File: src/rtl/core_hold_pkg.sv
package core_hold_pkg;

  typedef enum logic [2:0] {
    OSC_LPXTAL = 3'd0,
    OSC_XTAL   = 3'd1,
    OSC_HSXTAL = 3'd2,
    OSC_EXTCLK = 3'd3,
    OSC_INTRC  = 3'd4,
    OSC_EXTRC  = 3'd5
  } osc_code_t;

  typedef enum logic [1:0] {
    ST_PIN_HOLD = 2'd0,
    ST_COUNTING = 2'd1,
    ST_RELEASED = 2'd2
  } hold_state_t;

  // Sources that are stable at once and can take the short delay.
  function automatic logic osc_is_quick(input logic [2:0] code);
    case (code)
      OSC_EXTCLK, OSC_INTRC, OSC_EXTRC: osc_is_quick = 1'b1;
      default:                          osc_is_quick = 1'b0;
    endcase
  endfunction

endpackage

File: src/rtl/core_hold_rst_sync.sv
module core_hold_rst_sync #(
  parameter int STAGES = 2
) (
  input  logic clk,
  input  logic arst_n,
  output logic srst_n
);

  logic [STAGES-1:0] chain_q;

  for (genvar i = 0; i < STAGES; i++) begin : g_stage
    if (i == 0) begin : g_head
      always_ff @(posedge clk or negedge arst_n) begin
        if (!arst_n) chain_q[0] <= 1'b0;
        else         chain_q[0] <= 1'b1;
      end
    end else begin : g_tail
      always_ff @(posedge clk or negedge arst_n) begin
        if (!arst_n) chain_q[i] <= 1'b0;
        else         chain_q[i] <= chain_q[i-1];
      end
    end
  end

  assign srst_n = chain_q[STAGES-1];

endmodule

File: src/rtl/core_hold_evt_merge.sv
module core_hold_evt_merge #(
  parameter int EVT_N = 2
) (
  input  logic             pin_rst_n,
  input  logic [EVT_N-1:0] evt_i,
  output logic             hold_pin_o,
  output logic             restart_o
);

  assign hold_pin_o = ~pin_rst_n;
  assign restart_o  = |evt_i;

endmodule

File: src/rtl/core_hold_len_sel.sv
module core_hold_len_sel
  import core_hold_pkg::*;
(
  input  logic [2:0] osc_mode_i,
  input  logic       boot_done_i,
  output logic       long_sel_o
);

  always_comb begin
    if (!boot_done_i) long_sel_o = 1'b1;
    else              long_sel_o = ~osc_is_quick(osc_mode_i);
  end

endmodule

File: src/rtl/core_hold_counter.sv
module core_hold_counter #(
  parameter int LONG_TICKS  = 18000,
  parameter int SHORT_TICKS = 10,
  parameter int CNT_W       = 15
) (
  input  logic clk,
  input  logic rst_n,
  input  logic load_i,
  input  logic long_i,
  input  logic run_i,
  input  logic tick_i,
  output logic expire_o
);

  localparam logic [CNT_W-1:0] LONG_LAST  = CNT_W'(LONG_TICKS - 1);
  localparam logic [CNT_W-1:0] SHORT_LAST = CNT_W'(SHORT_TICKS - 1);

  logic [CNT_W-1:0] cnt_q, cnt_d;
  logic             long_q, long_d;
  logic [CNT_W-1:0] last_val;

  assign last_val = long_q ? LONG_LAST : SHORT_LAST;
  assign expire_o = run_i & tick_i & (cnt_q == last_val);

  always_comb begin
    cnt_d  = cnt_q;
    long_d = long_q;
    if (load_i) begin
      cnt_d  = '0;
      long_d = long_i;
    end else if (run_i && tick_i) begin
      cnt_d = cnt_q + 1'b1;
    end
  end

  always_ff @(posedge clk or negedge rst_n) begin
    if (!rst_n) begin
      cnt_q  <= '0;
      long_q <= 1'b1;
    end else begin
      cnt_q  <= cnt_d;
      long_q <= long_d;
    end
  end

endmodule

File: src/rtl/core_hold_seq_ctrl.sv
module core_hold_seq_ctrl
  import core_hold_pkg::*;
(
  input  logic clk,
  input  logic rst_n,
  input  logic hold_pin_i,
  input  logic restart_i,
  input  logic expire_i,
  output logic load_o,
  output logic run_o,
  output logic boot_done_o,
  output logic core_rst_o,
  output logic first_seq_o
);

  hold_state_t state_q, state_d;
  logic        boot_done_q, boot_done_d;
  logic        first_q, first_d;

  always_comb begin
    state_d     = state_q;
    boot_done_d = boot_done_q;
    first_d     = first_q;
    load_o      = 1'b0;
    run_o       = 1'b0;
    if (hold_pin_i) begin
      state_d = ST_PIN_HOLD;
    end else if (restart_i) begin
      state_d = ST_COUNTING;
      load_o  = 1'b1;
    end else begin
      case (state_q)
        ST_PIN_HOLD: begin
          state_d = ST_COUNTING;
          load_o  = 1'b1;
        end
        ST_COUNTING: begin
          run_o = 1'b1;
          if (expire_i) begin
            state_d     = ST_RELEASED;
            boot_done_d = 1'b1;
          end
        end
        default: state_d = ST_RELEASED;
      endcase
    end
    if (load_o) first_d = ~boot_done_q;
  end

  always_ff @(posedge clk or negedge rst_n) begin
    if (!rst_n) begin
      state_q     <= ST_PIN_HOLD;
      boot_done_q <= 1'b0;
      first_q     <= 1'b1;
    end else begin
      state_q     <= state_d;
      boot_done_q <= boot_done_d;
      first_q     <= first_d;
    end
  end

  assign boot_done_o = boot_done_q;
  assign core_rst_o  = (state_q != ST_RELEASED);
  assign first_seq_o = first_q;

endmodule

File: src/rtl/core_hold_timer.sv
module core_hold_timer #(
  parameter int LONG_TICKS  = 18000,
  parameter int SHORT_TICKS = 10,
  parameter int SYNC_STAGES = 2
) (
  input  logic       clk,
  input  logic       por_n,
  input  logic       tick_en,
  input  logic       ext_rst_n,
  input  logic       wdt_sleep_to,
  input  logic       pin_wake,
  input  logic [2:0] osc_mode,
  output logic       core_rst,
  output logic       first_seq
);

  localparam int CNT_W = $clog2(LONG_TICKS + 1);

  logic rst_sync_n;
  logic hold_pin, restart;
  logic load, run, expire, boot_done, long_sel;

  core_hold_rst_sync #(.STAGES(SYNC_STAGES)) u_sync (
    .clk    (clk),
    .arst_n (por_n),
    .srst_n (rst_sync_n)
  );

  core_hold_evt_merge #(.EVT_N(2)) u_merge (
    .pin_rst_n  (ext_rst_n),
    .evt_i      ({pin_wake, wdt_sleep_to}),
    .hold_pin_o (hold_pin),
    .restart_o  (restart)
  );

  core_hold_len_sel u_len (
    .osc_mode_i  (osc_mode),
    .boot_done_i (boot_done),
    .long_sel_o  (long_sel)
  );

  core_hold_counter #(
    .LONG_TICKS  (LONG_TICKS),
    .SHORT_TICKS (SHORT_TICKS),
    .CNT_W       (CNT_W)
  ) u_cnt (
    .clk      (clk),
    .rst_n    (rst_sync_n),
    .load_i   (load),
    .long_i   (long_sel),
    .run_i    (run),
    .tick_i   (tick_en),
    .expire_o (expire)
  );

  core_hold_seq_ctrl u_ctrl (
    .clk         (clk),
    .rst_n       (rst_sync_n),
    .hold_pin_i  (hold_pin),
    .restart_i   (restart),
    .expire_i    (expire),
    .load_o      (load),
    .run_o       (run),
    .boot_done_o (boot_done),
    .core_rst_o  (core_rst),
    .first_seq_o (first_seq)
  );

endmodule


File: config.mk
export PLATFORM = sky130hd
export DESIGN_NAME = core_hold_timer
export DESIGN_NICKNAME = d
export VERILOG_FILES = /design/src/rtl/core_hold_pkg.sv /design/src/rtl/core_hold_rst_sync.sv /design/src/rtl/core_hold_evt_merge.sv /design/src/rtl/core_hold_len_sel.sv /design/src/rtl/core_hold_counter.sv /design/src/rtl/core_hold_seq_ctrl.sv /design/src/rtl/core_hold_timer.sv
export SDC_FILE = /design/constraint.sdc
export NUM_CORES = 1
export LEC_CHECK = 0
export ABC_AREA = 0
export BUFFER_PORTS_ARGS = -buffer_cell sky130_fd_sc_hd__clkbuf_2
export CORE_AREA = 3 3 60 48
export CTS_CLUSTER_SIZE = 20
export DETAILED_ROUTE_END_ITERATION = 16
export DIE_AREA = 0 0 63 51
export PLACE_DENSITY = 0.79
export REMOVE_ABC_BUFFERS = 1
export SLEW_MARGIN = 25
export SYNTH_ARGS = -nofsm -noshare
export SYNTH_HDL_FRONTEND = slang
export SYNTH_HIERARCHICAL = 1
export SYNTH_SLANG_ARGS = --single-unit
File: constraint.sdc
create_clock -name clk -period 0.8 [get_ports clk]
set_input_delay 0.08 -clock clk [delete_from_list [all_inputs] [get_ports clk]]
set_output_delay 0.08 -clock clk [all_outputs]
set_load 0.02 [all_outputs]
**Yosys cells after proc, flatten, opt, wreduce, memory -nomap -nowiden**

Index checks and enable logic that the tools add are counted.
W data, S select, Z words.

- Register bits: 22
- Output and inout port bits: 2
- Logic and storage cells: 42

- Add/subtract/negate cells: 1
- Equal/unequal tests: 7
- Multiplexer cells: 16
- Bitwise logic cells: 5
- Reductions and logical operators: 6

Operator list:

| cell | count |
|---|---|
| $mux W15 | 3 |
| $add A15 B1 Y15 const B | 1 |
| $eq A15 B15 Y1 | 1 |
| $mux W1 | 9 |
| $eq A3 B3 Y1 const B | 2 |
| $mux W2 | 3 |
| $ne A4 B4 Y1 const B | 1 |
| $pmux W2 S2 | 1 |
| $reduce_and A4 Y1 | 1 |
| $eq A3 B2 Y1 const B | 1 |
| $not A1 Y1 | 3 |
| $reduce_or A3 Y1 | 1 |
| $and A1 B1 Y1 | 2 |
| $eq A2 B1 Y1 const B | 1 |
| $logic_not A2 Y1 | 1 |
| $ne A2 B2 Y1 const B | 1 |
| $reduce_bool A2 Y1 | 1 |
| $reduce_or A2 Y1 | 1 |
| $logic_and A1 B1 Y1 | 1 |

**Logic depth before layout (Yosys ltp)**

Gate-level depths: netlist of the first run.

- Word-level depth: 10
- Mapped depth: 6

**Hierarchy**

Netlist of the first run, hierarchy kept.

By module, submodules not included:

| module | times used | cells each | area an instance (sq um) | sequential area each (sq um) |
|---|---|---|---|---|
| core_hold_counter | 1 | 94 | 895.9 | 401.6 |
| core_hold_seq_ctrl | 1 | 17 | 195.2 | 101.3 |
| core_hold_rst_sync | 1 | 3 | 53.8 | 50.0 |
| core_hold_len_sel | 1 | 3 | 25.0 | 0.0 |
| core_hold_evt_merge | 1 | 2 | 10.0 | 0.0 |

**Least setup slack after synthesis of the first run**

Ideal clock, no wire load.

- Kind: reg2reg
- Start: reg u_cnt.cnt_q[10]
- End: reg u_ctrl.state_q[0]
- Arrival time: 2,032 ps
- Data required time: 681 ps
- Slack: -1,352 ps
- Stages on the path, launching flop included: 6
- Cell sequence: dfrtp_1 -> or4_1 -> or4_1 -> a2111oi_2 -> a21oi_1 -> o21ba_2

- Word-level cells in the longest chain between the ends: 3

Ends and longest elaborated chain:

| element | RTL line | text |
|---|---|---|
| start: declaration | core_hold_counter.sv:18 | `logic [CNT_W-1:0] cnt_q, cnt_d;` |
| start signal: assignment | core_hold_counter.sv:41 | `cnt_q <= cnt_d;` |
| $eq A15 B15 Y1 | core_hold_counter.sv:23 | `assign expire_o = run_i & tick_i & (cnt_q == last_val);` |
| $and A1 B1 Y1 | core_hold_counter.sv:23 |  |
| named net expire | core_hold_timer.sv:21 | `logic load, run, expire, boot_done, long_sel;` |
| $ne A4 B4 Y1 (no source line) | - |  |
| end signal: assignment | core_hold_seq_ctrl.sv:56 | `state_q <= state_d;` |
| end: declaration | core_hold_seq_ctrl.sv:16 | `hold_state_t state_q, state_d;` |

The timed path passes the listed nets, and every way through them passes these cells.
A chain may end at the register's enable or synchronous reset.

**Final worst setup path of the first run**

- Start: reg u_cnt.cnt_q[10]
- End: reg u_ctrl.state_q[1]

The elaborated chain is that of the path after synthesis.

==> reports/metrics.cfg, run 1 <==
[status]
outcome = finished, violations left
violations = setup timing

[critical_path]
crit_required_ps = 1040
crit_chain = or4_4, or4_4, a2111oi_4, a21oi_2, nor3_1
worst_setup_path_end_kind = flip-flop
crit_family = simple AND/OR/NAND/NOR gates
crit_arrival_ps = 2440
cp_max_fo = 2
crit_slowest_cell = or4_4
cp-startpoint = u_cnt/cnt_q[10]$_DFFE_PN0P_
crit_type = reg -> reg
startpoint_type = flip-flop
worst-path-buf-inv = 0
r2r_start = u_cnt/cnt_q[10]$_DFFE_PN0P_
cpMostUsedCell = or4_4
max_stage_delay_ps = 530

[clock_tree]
cts_root_buffer = clkbuf_4
cts-htree-levels = 1
numClockSinks = 22
cts_buffer_depth = 2
clk_pin_slew_worst_paths_ps = 130
cts_buffers = 3
cts_tree = built
clk_latency_ps = 330

[pwr]
p_total_mw = 2.318
vdd_ir_drop_max_mv = 0.8453
power.density_nw_per_um2 = 1135
p_leak_nw = 0.9124

[yosys]
synth_area_per_cell_sq_um = 9.915
synth_seq_cells = 22
synth_area_sq_um = 1180
yosysWarnings = 6
ys_seq_area_share_pct = 46.87
netlist_instances = 119
synthDistinctLibCells = 33

[finish]
antenna_cells = 0
design_area_sq_um = 2042
finish.utilization_pct = 88.46
drive_gt1_share_pct = 58.86
nets = 186
finalNonFillerCells = 209
final_common_cell = buf_4
area_growth_pct = 73.06
final_cell_mix = buf_4, dfrtp_1, buf_6

[sta]
finClkSkew_ps = 2.833
fmax_ghz = 0.4541
layout_setup_ws_ps = -1402
hold_slack_ps = 52.62
fin_crit_ps = 2202
maxSlewViolCount = 0
setup_viol = 22
rsz0062_at_grt = true
min_period_over_period_pct = 275.2
hold_viol = 0

[routing]
ant_nets = 0
met1_length_mm = 1.829
vias = 1306
wirelength_mm = 4.598
drc = 0
vias_per_cell = 6.249
routed-wl-met3_um = 332
dr.max_layer_used = met4
drt_first_iter_violations = 139
wl_met2_mm = 2.202
route.detailed.wl_per_inst_um = 22.00
drt_pass1_iterations = 4

[global_routing]
antenna_found_initial = 0
grt_pass1_vias = 1346
grtUsageTotal_pct = 27.55
grt_pass1_wl_mm = 6.699
grt_max_degree = 21
gr-total-overflow = 0

[placement]
numPlacedInstances = 191
detailed_place.area_sq_um = 1506
gp_congestion = 0.9072
dpl.hpwl_mm = 2.394
io_buffers = 10

[floorplan]
core_area_sq_um = 2308
num_rows = 15
num_io_pins = 11
die_width_um = 63
fp.dieH_um = 51
initial_utilization_pct = 51.11
die_area_sq_um = 3213

[job]
cap_violations = 0

[hold_path]
hold_class = in -> async

==> final cells by class <==
type | instances | area [sq um]
clock inverter | 1 | 30.03
clock buffer | 3 | 22.52
fill | 111 | 266.5
sequential | 22 | 553.0
tap | 34 | 42.54
multi-input combinational | 90 | 897.1
timing repair buffer | 55 | 481.7
inverter | 4 | 15.01
==> registers in the layout, indices dropped and copies added, names as in the netlist <==
signal              cells
u_ctrl/boot_done_o      1
u_cnt/cnt_q            15
u_ctrl/state_q          2
u_sync/chain_q          1
u_ctrl/first_seq_o      1
u_sync/srst_n           1
u_cnt/long_q            1
==> layer usage <==
| layer | vias to the layer above | track usage (%) |
|---|---|---|
| met3 | 25 | 5.714 |
| met2 | 78 | 46.58 |
| met4 | 0 | 12.09 |
| met5 | - | 0 |
| met1 | 644 | 34.26 |
| li1 | 559 | - |
==> path summary, 6_finish.rpt <==
path                                                       end  slack [ps]  depth (start not counted)
worst max-delay path             u_ctrl/state_q[1]$_DFFE_PN0P_       -1400                          5
worst min-delay path                   u_sync/srst_n$_DFF_PN0_          50                          2
worst max register to register   u_ctrl/state_q[1]$_DFFE_PN0P_       -1400                          5
worst min register to register      u_cnt/cnt_q[9]$_DFFE_PN0P_         210                          1
max in group asynchronous       u_ctrl/first_seq_o$_DFFE_PN1P_         370                          1
min in group clk                    u_cnt/cnt_q[1]$_DFFE_PN0P_         200                          4
==> where the power goes <==
group	total [mW]	switching (mW)	internal [mW]	leakage, nW
logic	0.285	0.146	0.139	0.591
registers	1.14	0.0130	1.13	0.293
clock network	0.889	0.382	0.507	0.0279
total	2.32	0.541	1.78	0.912
==> stage by stage <==
stage                     setup TNS (ps)  worst slack (ps)
final                             -20820             -1402
after global routing              -21380             -1444
after CTS                         -17940             -1340
after detailed placement          -19720             -1436
after global placement            -18540             -1335
after floorplan                   -20400             -1352
==> synth_stat cells (all sizes together) <==
master / count / share of area [%]
ha: 1 / 1.1
a21oi: 8 / 3.4
a21o: 1 / 0.64
dfrtp: 20 / 42
nand3: 7 / 3.0
or4: 7 / 4.5
and3b: 1 / 0.74
nand4: 6 / 3.2
o21ba: 2 / 1.7
nor2b: 7 / 3.7
o21ai: 3 / 1.6
and4: 1 / 0.74
clkbuf: 2 / 0.64
nor3: 2 / 0.85
dfstp: 2 / 4.5
nand2: 5 / 1.6
or2: 2 / 1.1
a2111oi: 1 / 1.3
inv: 4 / 1.3
o32ai: 1 / 0.74
nor2: 9 / 2.9
or3: 3 / 1.6
nor4: 6 / 3.2
and2b: 1 / 0.64
nor4b: 1 / 1.3
xor2: 2 / 1.5
o31ai: 4 / 2.5
buf: 1 / 0.32
or2b: 1 / 0.64
mux2: 7 / 6.7
conb: 1 / 0.32
==> repair_timing <==
item | in CTS | in global routing
setup endpoints to repair | 22 | 22
endpoints found under the hold margin | 2 | 0
pin swaps | 23 | 15
cloned | 1 | 0
hold buffers | 1 | 0
gates resized for setup | 56 | 22
setup buffers | 6 | 8
==> cell families (layout without fill, tap and decap cells) <==
kind of cell / count (synthesis) / in the layout / share of synthesized area, %
other: 1 / 1 / 0.3178
xor gates and xnor gates: 2 / 2 / 1.485
DFF: 22 / 22 / 46.87
buffers and inverters: 7 / 63 / 2.226
and+or+nand+nor: 59 / 59 / 29.48
AOI/OAI and AO/OA: 20 / 20 / 11.88
adders and majority gates: 1 / 1 / 1.060
muxes: 7 / 7 / 6.680
(Power assumes the default switching activity.)
==> inputs of run 2 (changes only) <==
CORE_AREA = 3 3 58 47   (was 3 3 60 48)
DIE_AREA = 0 0 61 50   (was 0 0 63 51)
PLACE_DENSITY = 0.8   (was 0.79)
clock period = 2.1 ns   (was 0.8 ns; I/O delays follow)
==> reports/metrics.cfg, run 2 (synthesized netlist as in run 1, its figures left out) <==
[status]
outcome = finished, violations left
violations = setup timing

[pwr]
vdd_ir_drop_max_mv = 0.3891  ; -54%
p_total_mw = 0.7257  ; -69%
p_leak_nw = 0.6144  ; -33%
power.density_nw_per_um2 = 508.8  ; -55%

[routing]
route.detailed.wl_per_inst_um = 16.92  ; -23%
vias = 1048  ; -20%
wirelength_mm = 2.859  ; -38%
ant_nets = 0  ; unchanged
drt_first_iter_violations = 60  ; -57%
drc = 0  ; unchanged
vias_per_cell = 6.201  ; -0.76%
drt_pass1_iterations = 4  ; unchanged

[sta]
finClkSkew_ps = 8.158  ; +5.325 ps
tns_ps = -67.14  ; +20750 ps
max-slew-margin-rel_pct = 46.97
setup_viol = 1  ; -95%
maxSlewViolCount = 0  ; unchanged
hold_slack_ps = 206.0  ; +153.4 ps
fmax_ghz = 0.4614  ; +1.6%
layout_setup_ws_ps = -67.14  ; +1335 ps
rsz0062_at_grt = true
hold_viol = 0  ; unchanged
fin_crit_ps = 2167  ; -34.82 ps
min_period_over_period_pct = 103.2  ; -170 points
worst_pin_slew_ps = 795.4

[critical_path]
worst_setup_path_end_kind = flip-flop
crit_arrival_ps = 2390  ; -50 ps
crit_type = reg -> reg
worst-path-buf-inv = 0  ; unchanged
crit_required_ps = 2320  ; +1280 ps
crit_slowest_cell = or4_1
crit_chain = or4_1, or4_4, a2111oi_4, a21oi_2, o21ba_2
max_stage_delay_ps = 540  ; about the same
cp_max_fo = 2  ; unchanged
startpoint_type = flip-flop
rrSetupSlack_ps = -70  ; +1330 ps
crit_family = simple AND/OR/NAND/NOR gates

[placement]
dpl.hpwl_mm = 2.014  ; -16%
dp_slack_ps = -113.8  ; +1323 ps
numPlacedInstances = 163  ; -15%
gp_congestion = 0.8709  ; -4.0%
io_buffers = 10  ; unchanged
detailed_place.area_sq_um = 1340  ; -11%

[clock_tree]
cts_buffers = 3  ; unchanged
numClockSinks = 22  ; unchanged
clk_latency_ps = 310  ; -20 ps
cts_tree = built
cts_root_buffer = clkbuf_4
clk_pin_slew_worst_paths_ps = 120  ; about the same
cts-htree-levels = 1  ; unchanged
cts_buffer_depth = 2  ; unchanged

[finish]
nets = 155  ; -17%
antenna_cells = 0  ; unchanged
area_growth_pct = 20.89
finish.utilization_pct = 63.87  ; -25 points
final_common_cell = dfrtp_1
top_register = u_cnt/cnt_q
regArea_sq_um = 553.0  ; unchanged
final_cell_mix = dfrtp_1, buf_4, clkbuf_2
drive_gt1_share_pct = 29.86  ; -29 points
reg_top3 = u_cnt/cnt_q x15, u_ctrl/state_q x2
design_area_sq_um = 1426  ; -30%
num-fill-cells = 188  ; +69%
finalNonFillerCells = 169  ; -19%
multi_input_area_sq_um = 633.1  ; -29%
largest_reg_flops = 15  ; unchanged

[floorplan]
core_area_sq_um = 2233  ; -3.3%
die_area_sq_um = 3050  ; -5.1%
fp.dieH_um = 50  ; -2.0%
initial_utilization_pct = 52.83  ; +1.7 points
num_io_pins = 11  ; unchanged
die_width_um = 61  ; -3.2%
num_rows = 15  ; unchanged

[global_routing]
grt_max_degree = 21  ; unchanged
grt_pass1_wl_mm = 4.623  ; -31%
grtUsageTotal_pct = 20.46  ; -7.1 points
gr-total-overflow = 0  ; unchanged
grt_pass1_vias = 972  ; -28%
antenna_found_initial = 0  ; unchanged

[job]
cap_violations = 0  ; unchanged

[hold_path]
hold_class = in -> async

-- run 2: cell count changes in the layout (fill, tap and decap cells not counted), sizes merged --
cell    change
clkbuf      +2
buf        -32
bufinv      -1
-- run 2: path summary, 6_finish.rpt --
path / startpoint / endpoint / depth (start not counted)
hold / removal: por_n / u_sync/chain_q[0]$_DFF_PN0_ / 2
max in group asynchronous: u_sync/srst_n$_DFF_PN0_ / u_ctrl/boot_done_o$_DFFE_PN0P_ / 0
setup / recovery: u_cnt/cnt_q[10]$_DFFE_PN0P_ / u_ctrl/state_q[0]$_DFFE_PN0P_ / 5
min in group clk: ext_rst_n / u_ctrl/state_q[1]$_DFFE_PN0P_ / 3
hold reg to reg: u_sync/srst_n$_DFF_PN0_ / u_cnt/cnt_q[6]$_DFFE_PN0P_ / 0
setup reg to reg: u_cnt/cnt_q[10]$_DFFE_PN0P_ / u_ctrl/state_q[0]$_DFFE_PN0P_ / 5
-- run 2: where the power goes --
part | switching, mW | internal (mW)
clock network | 0.128 | 0.106
logic | 0.0271 | 0.0234
registers | 0.0107 | 0.430
total | 0.166 | 0.560
-- run 2: layout make-up --
cell class / instances / share of cell area [%]
clock buffers: 4 / 2.544
multi-input cells: 90 / 44.39
repair buffers: 24 / 11.05
inverters: 4 / 1.053
flip-flops and latches: 22 / 38.77
well taps: 25 / 2.193
-- run 2: per-layer routing --
layer	share of wire [%]	vias to the layer above	wire length (um)	GRT usage (%)
met4	1.7	0	50	5.415
met5	0	-	0	0
met2	47	53	1331	29.54
li1	-	499	-	-
met1	43	486	1240	28.27
met3	8.3	10	237	8.115
-- run 2: repair_timing --
| action | CTS | global route |
|---|---|---|
| gates resized for setup | 4 | 1 |
| hold buffers | 1 | 0 |
| pin swaps | 3 | 1 |
| buffers inserted | 0 | 1 |
| setup endpoints to repair | 2 | 4 |
| cloned | 0 | 0 |
| hold endpoints to repair | 2 | 0 |
==> inputs of run 3 (changes only) <==
CTS_BUF_LIST = sky130_fd_sc_hd__clkbuf_4 sky130_fd_sc_hd__clkbuf_8   (was not set)
PLACE_DENSITY = 0.82   (was 0.8)
clock period = 1.8 ns   (was 2.1 ns; I/O delays follow)
==> reports/metrics.cfg, run 3 (synthesized netlist as in run 1, its figures left out) <==
[status]
outcome = finished, violations left
violations = setup timing

[critical_path]
crit_slowest_cell = or4_1
max_stage_delay_ps = 500  ; -40 ps
crit_required_ps = 2030  ; -290 ps
r2r-end = u_ctrl/state_q[0]$_DFFE_PN0P_
reg2regPathDepth = 5  ; unchanged
cp_max_fo = 2  ; unchanged
r2r_start = u_cnt/cnt_q[6]$_DFFE_PN0P_
rrSetupSlack_ps = -310  ; -250 ps
startpoint_type = flip-flop
endpoint = u_ctrl/state_q[0]$_DFFE_PN0P_
worst_setup_path_end_kind = flip-flop
crit_chain = or4_1, or4_4, a2111oi_4, a21oi_2, o21ba_2
cp-startpoint = u_cnt/cnt_q[6]$_DFFE_PN0P_
crit_type = reg -> reg
crit_arrival_ps = 2340  ; -50 ps

[routing]
drt_pass1_iterations = 4  ; unchanged
drc = 0  ; unchanged
route.detailed.wl_per_inst_um = 19.68  ; +16%
vias = 1175  ; +12%
vias_per_cell = 6.456  ; +4.1%
ant_nets = 0  ; unchanged
drt_first_iter_violations = 32  ; -47%
wirelength_mm = 3.581  ; +25%

[floorplan]
fp.dieH_um = 50  ; unchanged
initial_utilization_pct = 52.83  ; unchanged
num_rows = 15  ; unchanged
die_width_um = 61  ; unchanged
die_area_sq_um = 3050  ; unchanged
num_io_pins = 11  ; unchanged
core_area_sq_um = 2233  ; unchanged

[global_routing]
gr-total-overflow = 0  ; unchanged
grt_pass1_vias = 1186  ; +22%
grt_pass1_wl_mm = 5.526  ; +20%
grtUsageTotal_pct = 25.24  ; +4.8 points
grt_max_degree = 23  ; +9.5%
antenna_found_initial = 0  ; unchanged

[clock_tree]
cts_buffers = 3  ; unchanged
cts_root_buffer = clkbuf_4
numClockSinks = 22  ; unchanged
clk_pin_slew_worst_paths_ps = 130  ; about the same
cts-htree-levels = 1  ; unchanged
clk_latency_ps = 320  ; about the same
cts_buffer_depth = 2  ; unchanged
cts_tree = built

[pwr]
p_int_mw = 0.6576  ; +17%
vdd_ir_drop_max_mv = 0.4804  ; +23%
p_sw_share_pct = 23.97  ; +1.1 points
pwr-share-seq_pct = 59.4  ; -1.4 points
p_clk_share_pct = 32.4  ; about the same
p_leak_nw = 0.7645  ; +24%
power.net_switching_mw = 0.2073  ; +25%
power_frac_comb_pct = 8.2  ; +1.2 points
power.density_nw_per_um2 = 528.9  ; +3.9%

[sta]
rsz0062_at_grt = true
hold_viol = 0  ; unchanged
max-slew-margin-rel_pct = 46.73  ; -0.24 points
worst_pin_slew_ps = 799.0  ; +3.541 ps
finClkSkew_ps = 12.58  ; +4.425 ps
tns_ps = -610.2  ; -543.0 ps
fmax_ghz = 0.4732  ; +2.6%
min_period_over_period_pct = 117.4  ; +14 points
maxSlewViolCount = 0  ; unchanged
fin_crit_ps = 2113  ; -53.97 ps
layout_setup_ws_ps = -313.2  ; -246.0 ps
setup_viol = 3  ; +2

[finish]
finalNonFillerCells = 182  ; +7.7%
final_common_cell = buf_4
num-fill-cells = 157  ; -16%
nets = 168  ; +8.4%
antenna_cells = 0  ; unchanged
drive_gt1_share_pct = 42.04  ; +12 points
top_register = u_cnt/cnt_q
final_cell_mix = buf_4, dfrtp_1, clkbuf_2
area_growth_pct = 38.60
largest_reg_flops = 15  ; unchanged
reg_top3 = u_cnt/cnt_q x15, u_ctrl/state_q x2

[job]
cap_violations = 0  ; unchanged

[placement]
gp_congestion = 0.9038  ; +3.8%
dpl.hpwl_mm = 2.252  ; +12%
io_buffers = 10  ; unchanged
dp_slack_ps = -372.9  ; -259.2 ps
numPlacedInstances = 169  ; +3.7%

[hold_path]
hold_class = in -> async

==> run 3: how the worst min path moves through the flow <==
stage / startpoint / endpoint / slack [ps] / cells past startpoint
6_report: por_n / u_sync/chain_q[0]$_DFF_PN0_ / 170 / 2
5_1_grt: por_n / u_sync/chain_q[0]$_DFF_PN0_ / 170 / 2
4_1_cts: por_n / u_sync/chain_q[0]$_DFF_PN0_ / 160 / 2
3_5_place_dp: por_n / u_sync/chain_q[0]$_DFF_PN0_ / -30 / 1
3_3_place_gp: por_n / u_sync/chain_q[0]$_DFF_PN0_ / -30 / 1
2_1_floorplan: por_n / u_sync/chain_q[0]$_DFF_PN0_ / -120 / 0
==> run 3: metrics by stage <==
stage	instance area [sq um]	util (%)	hold slack [ps]	power [mW]
CTS	1575	70.53	163.5	0.8697
floorplan	1169	-	-115.6	0.5516
finish	1635	73.22	174.3	0.8649
global placement	1385	62.02	-34.45	0.5798
global route	1635	73.22	169.0	0.9017
detailed placement	1385	62.02	-26.93	0.5840
==> run 3: area by class of cell <==
type	instances	area, sq um	area share, %
Clock buffer	4	36.28	2.219
Inverter	4	15.01	0.9181
Multi-Input combinational cell	90	737.0	45.07
Sequential cell	22	553.0	33.82
Tap cell	25	31.28	1.913
Timing Repair Buffer	37	262.8	16.07
==> run 3: power groups by stage <==
| stage | logic, mW | clock network (mW) | registers, mW |
|---|---|---|---|
| floorplan | 0.0276 | 0 | 0.524 |
| global placement | 0.0571 | 0 | 0.523 |
| detailed placement | 0.0605 | 0 | 0.523 |
| CTS | 0.0651 | 0.290 | 0.514 |
| global route | 0.0768 | 0.309 | 0.516 |
| finish | 0.0705 | 0.280 | 0.514 |
==> run 3: layer usage <==
metal	track usage, %	part of all wire, %	wire, um	vias to the layer above
met5	0	0	0	-
met4	11.55	3.3	119	0
met3	5.759	6.3	224	18
met2	40.21	51	1818	56
met1	31.86	40	1419	582
li1	-	-	-	519
==> run 3: critical path, delay by kind of cell, from the launching register on <==
family	cells	cell delay, ps
flip-flops	1	400
AO/OA/AOI/OAI	3	680
AND/OR/NAND/NOR	2	940
==> run 3: timing repair <==
| item | CTS | global route |
|---|---|---|
| hold endpoints to repair | 2 | 0 |
| resized for setup | 13 | 12 |
| endpoints found under the setup margin | 12 | 13 |
| gates cloned | 0 | 0 |
| hold buffers | 1 | 0 |
| buffers inserted | 8 | 1 |
| pin swaps | 6 | 8 |
